File: config.mk
export PLATFORM = sky130hd
export DESIGN_NAME = wdog_tick_timer
export DESIGN_NICKNAME = d
export VERILOG_FILES = /design/src/rtl/wdog_tick_pkg.sv /design/src/rtl/wdog_regs.sv /design/src/rtl/wdog_prescaler.sv /design/src/rtl/wdog_countdown.sv /design/src/rtl/wdog_tick_timer.sv
export SDC_FILE = /design/constraint.sdc
export NUM_CORES = 1
export LEC_CHECK = 0
export ABC_CLOCK_PERIOD_IN_PS = 2900
export BUFFER_PORTS_ARGS = -buffer_cell sky130_fd_sc_hd__buf_2
export CAP_MARGIN = 15
export CORE_MARGIN = 2
export CORE_UTILIZATION = 55
export CTS_BUF_LIST = sky130_fd_sc_hd__clkbuf_16
export DETAILED_ROUTE_END_ITERATION = 6
export PLACE_DENSITY = 0.81
export SYNTH_ARGS = -nofsm -noshare
export SYNTH_HDL_FRONTEND = slang
export SYNTH_SLANG_ARGS = --single-unit
File: constraint.sdc
create_clock -name clk_i -period 2.9 [get_ports clk_i]
set_input_delay 0.145 -clock clk_i [delete_from_list [all_inputs] [get_ports clk_i]]
set_output_delay 0.145 -clock clk_i [all_outputs]
set_load 0.02 [all_outputs]
File: src/rtl/wdog_tick_pkg.sv
package wdog_tick_pkg;
  localparam logic [3:0] OFF_CTRL = 4'h0;
  localparam logic [3:0] OFF_CNT  = 4'h4;
  localparam logic [3:0] OFF_CFG  = 4'h8;
  localparam logic [3:0] OFF_STAT = 4'hC;

  localparam int unsigned CB_RUN    = 0;
  localparam int unsigned CB_FIRED  = 1;
  localparam int unsigned CB_SHUT   = 2;
  localparam int unsigned CB_DIS    = 3;
  localparam int unsigned CB_RELOAD = 7;

  localparam int unsigned FB_DIS = 0;
  localparam int unsigned FB_SEL = 1;
  localparam int unsigned SB_CAUSE = 1;

  typedef enum logic [1:0] {
    TICK_FINE  = 2'b00,
    TICK_10MS  = 2'b01,
    TICK_100MS = 2'b10,
    TICK_1S    = 2'b11
  } tick_sel_e;
endpackage

File: src/rtl/wdog_regs.sv
module wdog_regs
  import wdog_tick_pkg::*;
#(
  parameter int unsigned ADDR_W = 4,
  parameter int unsigned DATA_W = 32,
  parameter int unsigned CNT_W  = 16
) (
  input  logic              clk_i,
  input  logic              rst_ni,
  input  logic              por_ni,
  input  logic              wr_en_i,
  input  logic [ADDR_W-1:0] addr_i,
  input  logic [DATA_W-1:0] wdata_i,
  input  logic              expire_i,
  output logic [DATA_W-1:0] rdata_o,
  output logic              run_o,
  output logic              dis_o,
  output tick_sel_e         sel_o,
  output logic              shut_o,
  output logic [CNT_W-1:0]  load_o,
  output logic              restart_o,
  output logic              sel_chg_o,
  output logic              fired_o,
  output logic              cause_o
);
  logic wr_ctrl, wr_cnt, wr_cfg, wr_stat;
  logic run_q, fired_q, shut_q, dis_q, cause_q;
  tick_sel_e sel_q;
  logic [CNT_W-1:0] load_q;
  logic run_start, reload;

  assign wr_ctrl = wr_en_i && (addr_i == ADDR_W'(OFF_CTRL));
  assign wr_cnt  = wr_en_i && (addr_i == ADDR_W'(OFF_CNT));
  assign wr_cfg  = wr_en_i && (addr_i == ADDR_W'(OFF_CFG));
  assign wr_stat = wr_en_i && (addr_i == ADDR_W'(OFF_STAT));

  assign run_start = wr_ctrl && wdata_i[CB_RUN] && !run_q && !dis_q;
  assign reload    = wr_ctrl && wdata_i[CB_RELOAD];
  assign sel_chg_o = wr_cfg && (wdata_i[FB_SEL+:2] != sel_q);

  always_ff @(posedge clk_i or negedge rst_ni) begin
    if (!rst_ni) begin
      run_q   <= 1'b0;
      shut_q  <= 1'b0;
      fired_q <= 1'b0;
      load_q  <= '0;
      dis_q   <= 1'b1;
      sel_q   <= TICK_FINE;
    end else begin
      if (wr_cfg && wdata_i[FB_DIS]) run_q <= 1'b0;
      else if (wr_ctrl)              run_q <= wdata_i[CB_RUN] && !dis_q;
      if (wr_ctrl) shut_q <= wdata_i[CB_SHUT];
      // set on expiry wins over a same-cycle clear
      if (expire_i)                              fired_q <= 1'b1;
      else if (wr_ctrl && wdata_i[CB_FIRED])     fired_q <= 1'b0;
      if (wr_cnt) load_q <= wdata_i[CNT_W-1:0];
      if (wr_cfg) begin
        dis_q <= wdata_i[FB_DIS];
        sel_q <= tick_sel_e'(wdata_i[FB_SEL+:2]);
      end
    end
  end

  // reset cause only sees the power-on reset
  always_ff @(posedge clk_i or negedge por_ni) begin
    if (!por_ni)                              cause_q <= 1'b0;
    else if (expire_i && !shut_q)             cause_q <= 1'b1;
    else if (wr_stat && wdata_i[SB_CAUSE])    cause_q <= 1'b0;
  end

  always_comb begin
    rdata_o = '0;
    case (addr_i)
      ADDR_W'(OFF_CTRL): begin
        rdata_o[CB_RUN]   = run_q;
        rdata_o[CB_FIRED] = fired_q;
        rdata_o[CB_SHUT]  = shut_q;
        rdata_o[CB_DIS]   = dis_q;
      end
      ADDR_W'(OFF_CNT):  rdata_o[CNT_W-1:0] = load_q;
      ADDR_W'(OFF_CFG): begin
        rdata_o[FB_DIS]     = dis_q;
        rdata_o[FB_SEL+:2]  = sel_q;
      end
      ADDR_W'(OFF_STAT): rdata_o[SB_CAUSE] = cause_q;
      default:           rdata_o = '0;
    endcase
  end

  assign run_o     = run_q;
  assign dis_o     = dis_q;
  assign sel_o     = sel_q;
  assign shut_o    = shut_q;
  assign load_o    = load_q;
  assign restart_o = run_start || reload;
  assign fired_o   = fired_q;
  assign cause_o   = cause_q;
endmodule

File: src/rtl/wdog_prescaler.sv
module wdog_prescaler
  import wdog_tick_pkg::*;
#(
  parameter int unsigned TICK_FINE_CYC  = 3200,
  parameter int unsigned TICK_10MS_CYC  = 1000000,
  parameter int unsigned TICK_100MS_CYC = 10000000,
  parameter int unsigned TICK_1S_CYC    = 100000000
) (
  input  logic      clk_i,
  input  logic      rst_ni,
  input  logic      en_i,
  input  logic      restart_i,
  input  tick_sel_e sel_i,
  output logic      tick_o
);
  localparam int unsigned MAX_A = (TICK_FINE_CYC > TICK_10MS_CYC) ? TICK_FINE_CYC : TICK_10MS_CYC;
  localparam int unsigned MAX_B = (TICK_100MS_CYC > TICK_1S_CYC) ? TICK_100MS_CYC : TICK_1S_CYC;
  localparam int unsigned MAX_P = (MAX_A > MAX_B) ? MAX_A : MAX_B;
  localparam int unsigned PW    = (MAX_P < 2) ? 1 : $clog2(MAX_P);

  logic [PW-1:0] cnt_q;
  logic [PW-1:0] last;

  always_comb begin
    case (sel_i)
      TICK_FINE:  last = PW'(TICK_FINE_CYC - 1);
      TICK_10MS:  last = PW'(TICK_10MS_CYC - 1);
      TICK_100MS: last = PW'(TICK_100MS_CYC - 1);
      default:    last = PW'(TICK_1S_CYC - 1);
    endcase
  end

  assign tick_o = en_i && !restart_i && (cnt_q == last);

  always_ff @(posedge clk_i or negedge rst_ni) begin
    if (!rst_ni)                         cnt_q <= '0;
    else if (restart_i || !en_i || tick_o) cnt_q <= '0;
    else                                 cnt_q <= cnt_q + 1'b1;
  end
endmodule

File: src/rtl/wdog_countdown.sv
module wdog_countdown #(
  parameter int unsigned CNT_W = 16
) (
  input  logic             clk_i,
  input  logic             rst_ni,
  input  logic             run_i,
  input  logic             restart_i,
  input  logic [CNT_W-1:0] load_i,
  input  logic             tick_i,
  output logic             active_o,
  output logic             expire_o
);
  logic [CNT_W-1:0] cur_q;
  logic             halt_q;

  assign active_o = run_i && !halt_q;
  // a timeout of 0 or 1 runs out on the next tick
  assign expire_o = active_o && tick_i && (cur_q <= CNT_W'(1));

  always_ff @(posedge clk_i or negedge rst_ni) begin
    if (!rst_ni) begin
      cur_q  <= '0;
      halt_q <= 1'b0;
    end else if (restart_i) begin
      cur_q  <= load_i;
      halt_q <= 1'b0;
    end else if (expire_o) begin
      cur_q  <= '0;
      halt_q <= 1'b1;
    end else if (active_o && tick_i) begin
      cur_q  <= cur_q - 1'b1;
    end
  end
endmodule

File: src/rtl/wdog_tick_timer.sv
module wdog_tick_timer
  import wdog_tick_pkg::*;
#(
  parameter int unsigned ADDR_W         = 4,
  parameter int unsigned CNT_W          = 16,
  parameter int unsigned TICK_FINE_CYC  = 3200,
  parameter int unsigned TICK_10MS_CYC  = 1000000,
  parameter int unsigned TICK_100MS_CYC = 10000000,
  parameter int unsigned TICK_1S_CYC    = 100000000
) (
  input  logic              clk_i,
  input  logic              rst_ni,
  input  logic              por_ni,
  input  logic              wr_en_i,
  input  logic [ADDR_W-1:0] addr_i,
  input  logic [31:0]       wdata_i,
  output logic [31:0]       rdata_o,
  output logic              reset_req_o,
  output logic              shutdown_req_o
);
  logic sys_rst_n;
  logic run_w, dis_w, shut_w, restart_w, sel_chg_w, fired_w, cause_w;
  logic active_w, tick_w, expire_w;
  tick_sel_e sel_w;
  logic [CNT_W-1:0] load_w;
  logic rst_req_q, shut_req_q;

  assign sys_rst_n = rst_ni && por_ni;

  wdog_regs #(.ADDR_W(ADDR_W), .DATA_W(32), .CNT_W(CNT_W)) u_regs (
    .clk_i     (clk_i),
    .rst_ni    (sys_rst_n),
    .por_ni    (por_ni),
    .wr_en_i   (wr_en_i),
    .addr_i    (addr_i),
    .wdata_i   (wdata_i),
    .expire_i  (expire_w),
    .rdata_o   (rdata_o),
    .run_o     (run_w),
    .dis_o     (dis_w),
    .sel_o     (sel_w),
    .shut_o    (shut_w),
    .load_o    (load_w),
    .restart_o (restart_w),
    .sel_chg_o (sel_chg_w),
    .fired_o   (fired_w),
    .cause_o   (cause_w)
  );

  wdog_prescaler #(
    .TICK_FINE_CYC (TICK_FINE_CYC),
    .TICK_10MS_CYC (TICK_10MS_CYC),
    .TICK_100MS_CYC(TICK_100MS_CYC),
    .TICK_1S_CYC   (TICK_1S_CYC)
  ) u_presc (
    .clk_i     (clk_i),
    .rst_ni    (sys_rst_n),
    .en_i      (active_w),
    .restart_i (restart_w || sel_chg_w),
    .sel_i     (sel_w),
    .tick_o    (tick_w)
  );

  wdog_countdown #(.CNT_W(CNT_W)) u_cnt (
    .clk_i     (clk_i),
    .rst_ni    (sys_rst_n),
    .run_i     (run_w),
    .restart_i (restart_w),
    .load_i    (load_w),
    .tick_i    (tick_w),
    .active_o  (active_w),
    .expire_o  (expire_w)
  );

  always_ff @(posedge clk_i or negedge sys_rst_n) begin
    if (!sys_rst_n) begin
      rst_req_q  <= 1'b0;
      shut_req_q <= 1'b0;
    end else begin
      rst_req_q  <= expire_w && !shut_w;
      shut_req_q <= expire_w && shut_w;
    end
  end

  assign reset_req_o    = rst_req_q;
  assign shutdown_req_o = shut_req_q;
endmodule

==> results_dict.tcl <==
set metrics [dict create \
    gp_congestion 0.9092 \
    finalSetupViolations 0 \
    swShare 0.3078 \
    vias_per_cell 5.943 \
    crit_type "reg2reg" \
    syn2layout_area_growth_pct 14.65 \
    portBuffers 41 \
    cts_setup_buffers 0 \
    p_per_area_nw_per_um2 633.6 \
    dp_hpwl_um 6558 \
    min_path_type "in2async" \
    ios 74 \
    crit_arrival_ns 3.03 \
    drv_cap 0 \
    design.die.area_um2 8017 \
    dieWidth_um 89.54 \
    numCtsBuffers 9 \
    power_frac_comb 0.224 \
    vdd_drop_max_mv 0.3187 \
    totalPowerFinal_mw 2.923 \
    wl_met2_um 4405 \
    worst_pin_slew_ns 0.7698 \
    vias 3471 \
    final_nets 527 \
    htreeDepth 3 \
    cts.sinks 69 \
    synth_async_sr_flop_share 1.000 \
    critPathMaxFanout 8 \
    cts_root_buf "clkbuf_16" \
    num_rows 31 \
    drive_gt1_frac 0.2041 \
    synth_cells 433 \
    final.setup.tns_ns 0 \
    synth_edf_count 0 \
    drtAntennaViolNets 0 \
    status "finished, final reports clean" \
    top_layer "met4" \
    antenna_cells 0 \
    drc 0 \
    netlist_area_um2 4024 \
    power_frac_seq 0.420 \
    slew_headroom 0.4856 \
    dpl_cell_area_um2 4317 \
    drtIter0Drc 417 \
    ys.flop_type "dfrtp_1" \
    antenna_found_initial 0 \
    cts_buffer_depth 2 \
    synth_area_per_cell_um2 9.293 \
    power.internal_mw 2.023 \
    ys_seq_area_frac 0.4294 \
    clock_latency_ns 0.32 \
    maxSlewViolCount 0 \
    wl_met1_um 4031 \
    coreArea_um2 7176 \
    dr.pass1.iters 5 \
    grt_max_degree 30 \
    final_core_util 0.6429 \
    register_area_um2 1728 \
    cp-end-kind "register" \
    leakagePower_nw 2.107 \
    routed_wl_um 9327 \
    met3WireLength_um 735 \
    rsz0062_at_grt "false" \
    crit_path_start_kind "register" \
    yosysWarnings 0 \
    multi_input_area_um2 2118 \
    fillers 535 \
    cts_tree "yes" \
    overflow 0 \
    synth_seq_cells 69 \
    path_clk_slew_ns 0.05 \
    start_util 0.5608 \
    pwr-share-clk 0.356 \
    fin_area_um2 4613 \
    p_sw_mw 0.8998 \
    fin_crit_ns 2.767 \
    skew_ns 0.002486 \
    first_global_vias 3103 \
    hold_viol 0 \
    grt_first_pass_wirelength_um 15080 \
    timing.fmax_ghz 0.3614 \
    wire_per_inst_um 15.97 \
    cp.required_ns 3.17 \
    fp.dieH_um 89.54 \
    synthDistinctLibCells 59 \
    grtUsageTotal 0.2441 \
    finalCritPeriodShare 0.9541 \
]
area by class of cell:
cell class,instances,area share
clock buffer,9,0.04882
sequential,69,0.3746
inverter,11,0.008950
clock inverter,7,0.01275
timing repair buffer,54,0.06889
multi-input combinational,335,0.4592
tap,99,0.02685
power groups by stage:
stage / clock network (mW) / logic [mW] / registers (mW)
global route: 1.09 / 0.735 / 1.24
finish: 1.04 / 0.655 / 1.23
global placement: 0 / 0.621 / 1.23
CTS: 1.04 / 0.651 / 1.22
floorplan: 0 / 0.518 / 1.19
detailed placement: 0 / 0.641 / 1.23
registers in the layout, summed over array words and instances, names as in the netlist:
signal,cells
u_presc.cnt_q,27
u_cnt.cur_q,16
u_regs.load_o,16
u_regs.sel_o,2
reset_req_o,1
shutdown_req_o,1
u_cnt.halt_q,1
u_regs.cause_o,1
u_regs.dis_o,1
u_regs.fired_o,1
u_regs.run_o,1
u_regs.shut_o,1
worst paths after layout:
kind / to / cells past startpoint / slack [ns] / startpoint
max: u_cnt.cur_q[13] / 6 / 0.13 / u_regs.sel_o[0]
min: u_cnt.halt_q / 2 / 0.02 / rst_ni
max reg2reg: u_cnt.cur_q[13] / 6 / 0.13 / u_regs.sel_o[0]
min reg2reg: u_presc.cnt_q[0] / 1 / 0.46 / u_presc.cnt_q[0]
max in group asynchronous: u_regs.dis_o / 4 / 1.53 / por_ni
min in group clk_i: u_regs.load_o[11] / 2 / 0.05 / wdata_i[11]
cell usage in the layout (no fill, tap or decap), types with 4 or more instances in the layout:
master | synthesis | routed
xnor2_1 | 8 | 8
nand2b_1 | 5 | 5
dfrtp_1 | 68 | 68
buf_2 | 3 | 41
or2_2 | 4 | 4
mux2_2 | 17 | 17
a21oi_1 | 11 | 11
nor3_1 | 15 | 15
nand4_1 | 12 | 12
mux2i_1 | 6 | 6
conb_1 | 1 | 16
o21ai_0 | 17 | 17
inv_1 | 11 | 13
buf_4 | 16 | 11
clkbuf_16 | 0 | 9
a211o_1 | 4 | 4
nor4_1 | 6 | 6
ha_1 | 7 | 7
o211ai_1 | 4 | 4
a31oi_1 | 5 | 5
nand2_1 | 34 | 34
xor2_1 | 19 | 19
nor2b_1 | 4 | 4
nor2_1 | 59 | 58
nand3_1 | 19 | 19
and2_1 | 14 | 13
critical path, cell delays in order (launching register included):
cell,delay (ns)
dfrtp_1,0.45
ha_1,0.32
o32a_1,0.37
a221o_1,0.34
or4_2,0.76
nor2_2,0.26
a31o_2,0.19
routing by layer:
layer  vias to the layer above  global-route usage
met5                         -                   0
met4                         0             0.09091
met3                        19             0.03786
met2                       181              0.3845
met1                      1672              0.3418
li1                       1599                   -
cell families after synthesis:
logic type	after synthesis	synth area share
adder cells (fa/ha/maj)	7	0.02177
AO/OA/AOI/OAI	70	0.1266
flip-flops	69	0.4294
other	1	0.0009319
AND/OR/NAND/NOR	191	0.2354
multiplexers	24	0.06810
XOR/XNOR	27	0.05877
buffers and inverters	44	0.05908
what timing repair did:
action,4_1_cts,5_1_grt
hold buffers,1,0
gates resized for setup,0,1
endpoints found under the setup margin,0,3
hold endpoints to repair,1,0
synthesized netlist by cell type, types with 4 or more instances:
| cell | count | share of area |
|---|---|---|
| xor2_1 | 19 | 0.041 |
| a31oi_1 | 5 | 0.0078 |
| nand3_1 | 19 | 0.024 |
| nor4_1 | 6 | 0.0093 |
| inv_1 | 11 | 0.010 |
| a21oi_1 | 11 | 0.014 |
| a211o_1 | 4 | 0.0087 |
| o211ai_1 | 4 | 0.0075 |
| ha_1 | 7 | 0.022 |
| clkbuf_1 | 10 | 0.0093 |
| o21ai_0 | 17 | 0.021 |
| nand2b_1 | 5 | 0.0078 |
| nor3_1 | 15 | 0.019 |
| nor2b_1 | 4 | 0.0062 |
| dfrtp_1 | 68 | 0.42 |
| or2_2 | 4 | 0.0062 |
| xnor2_1 | 8 | 0.017 |
| buf_4 | 16 | 0.030 |
| mux2i_1 | 6 | 0.015 |
| nand2_1 | 34 | 0.032 |
| mux2_2 | 17 | 0.048 |
| and2_1 | 14 | 0.022 |
| nand4_1 | 12 | 0.019 |
| nor2_1 | 59 | 0.055 |
stage by stage:
step | hold WS, ns | setup slack (ns) | cells
final | 0.01752 | 0.1330 | 584
after global routing | 0.05905 | 0.05487 | 584
after CTS | 0.03344 | 0.06950 | 584
after detailed placement | -0.07368 | 0.08782 | 567
after global placement | -0.07633 | 0.1249 | 567
after floorplan | -0.1506 | 0.3022 | 448
No activity file was read; power rests on OpenSTA's default activity.
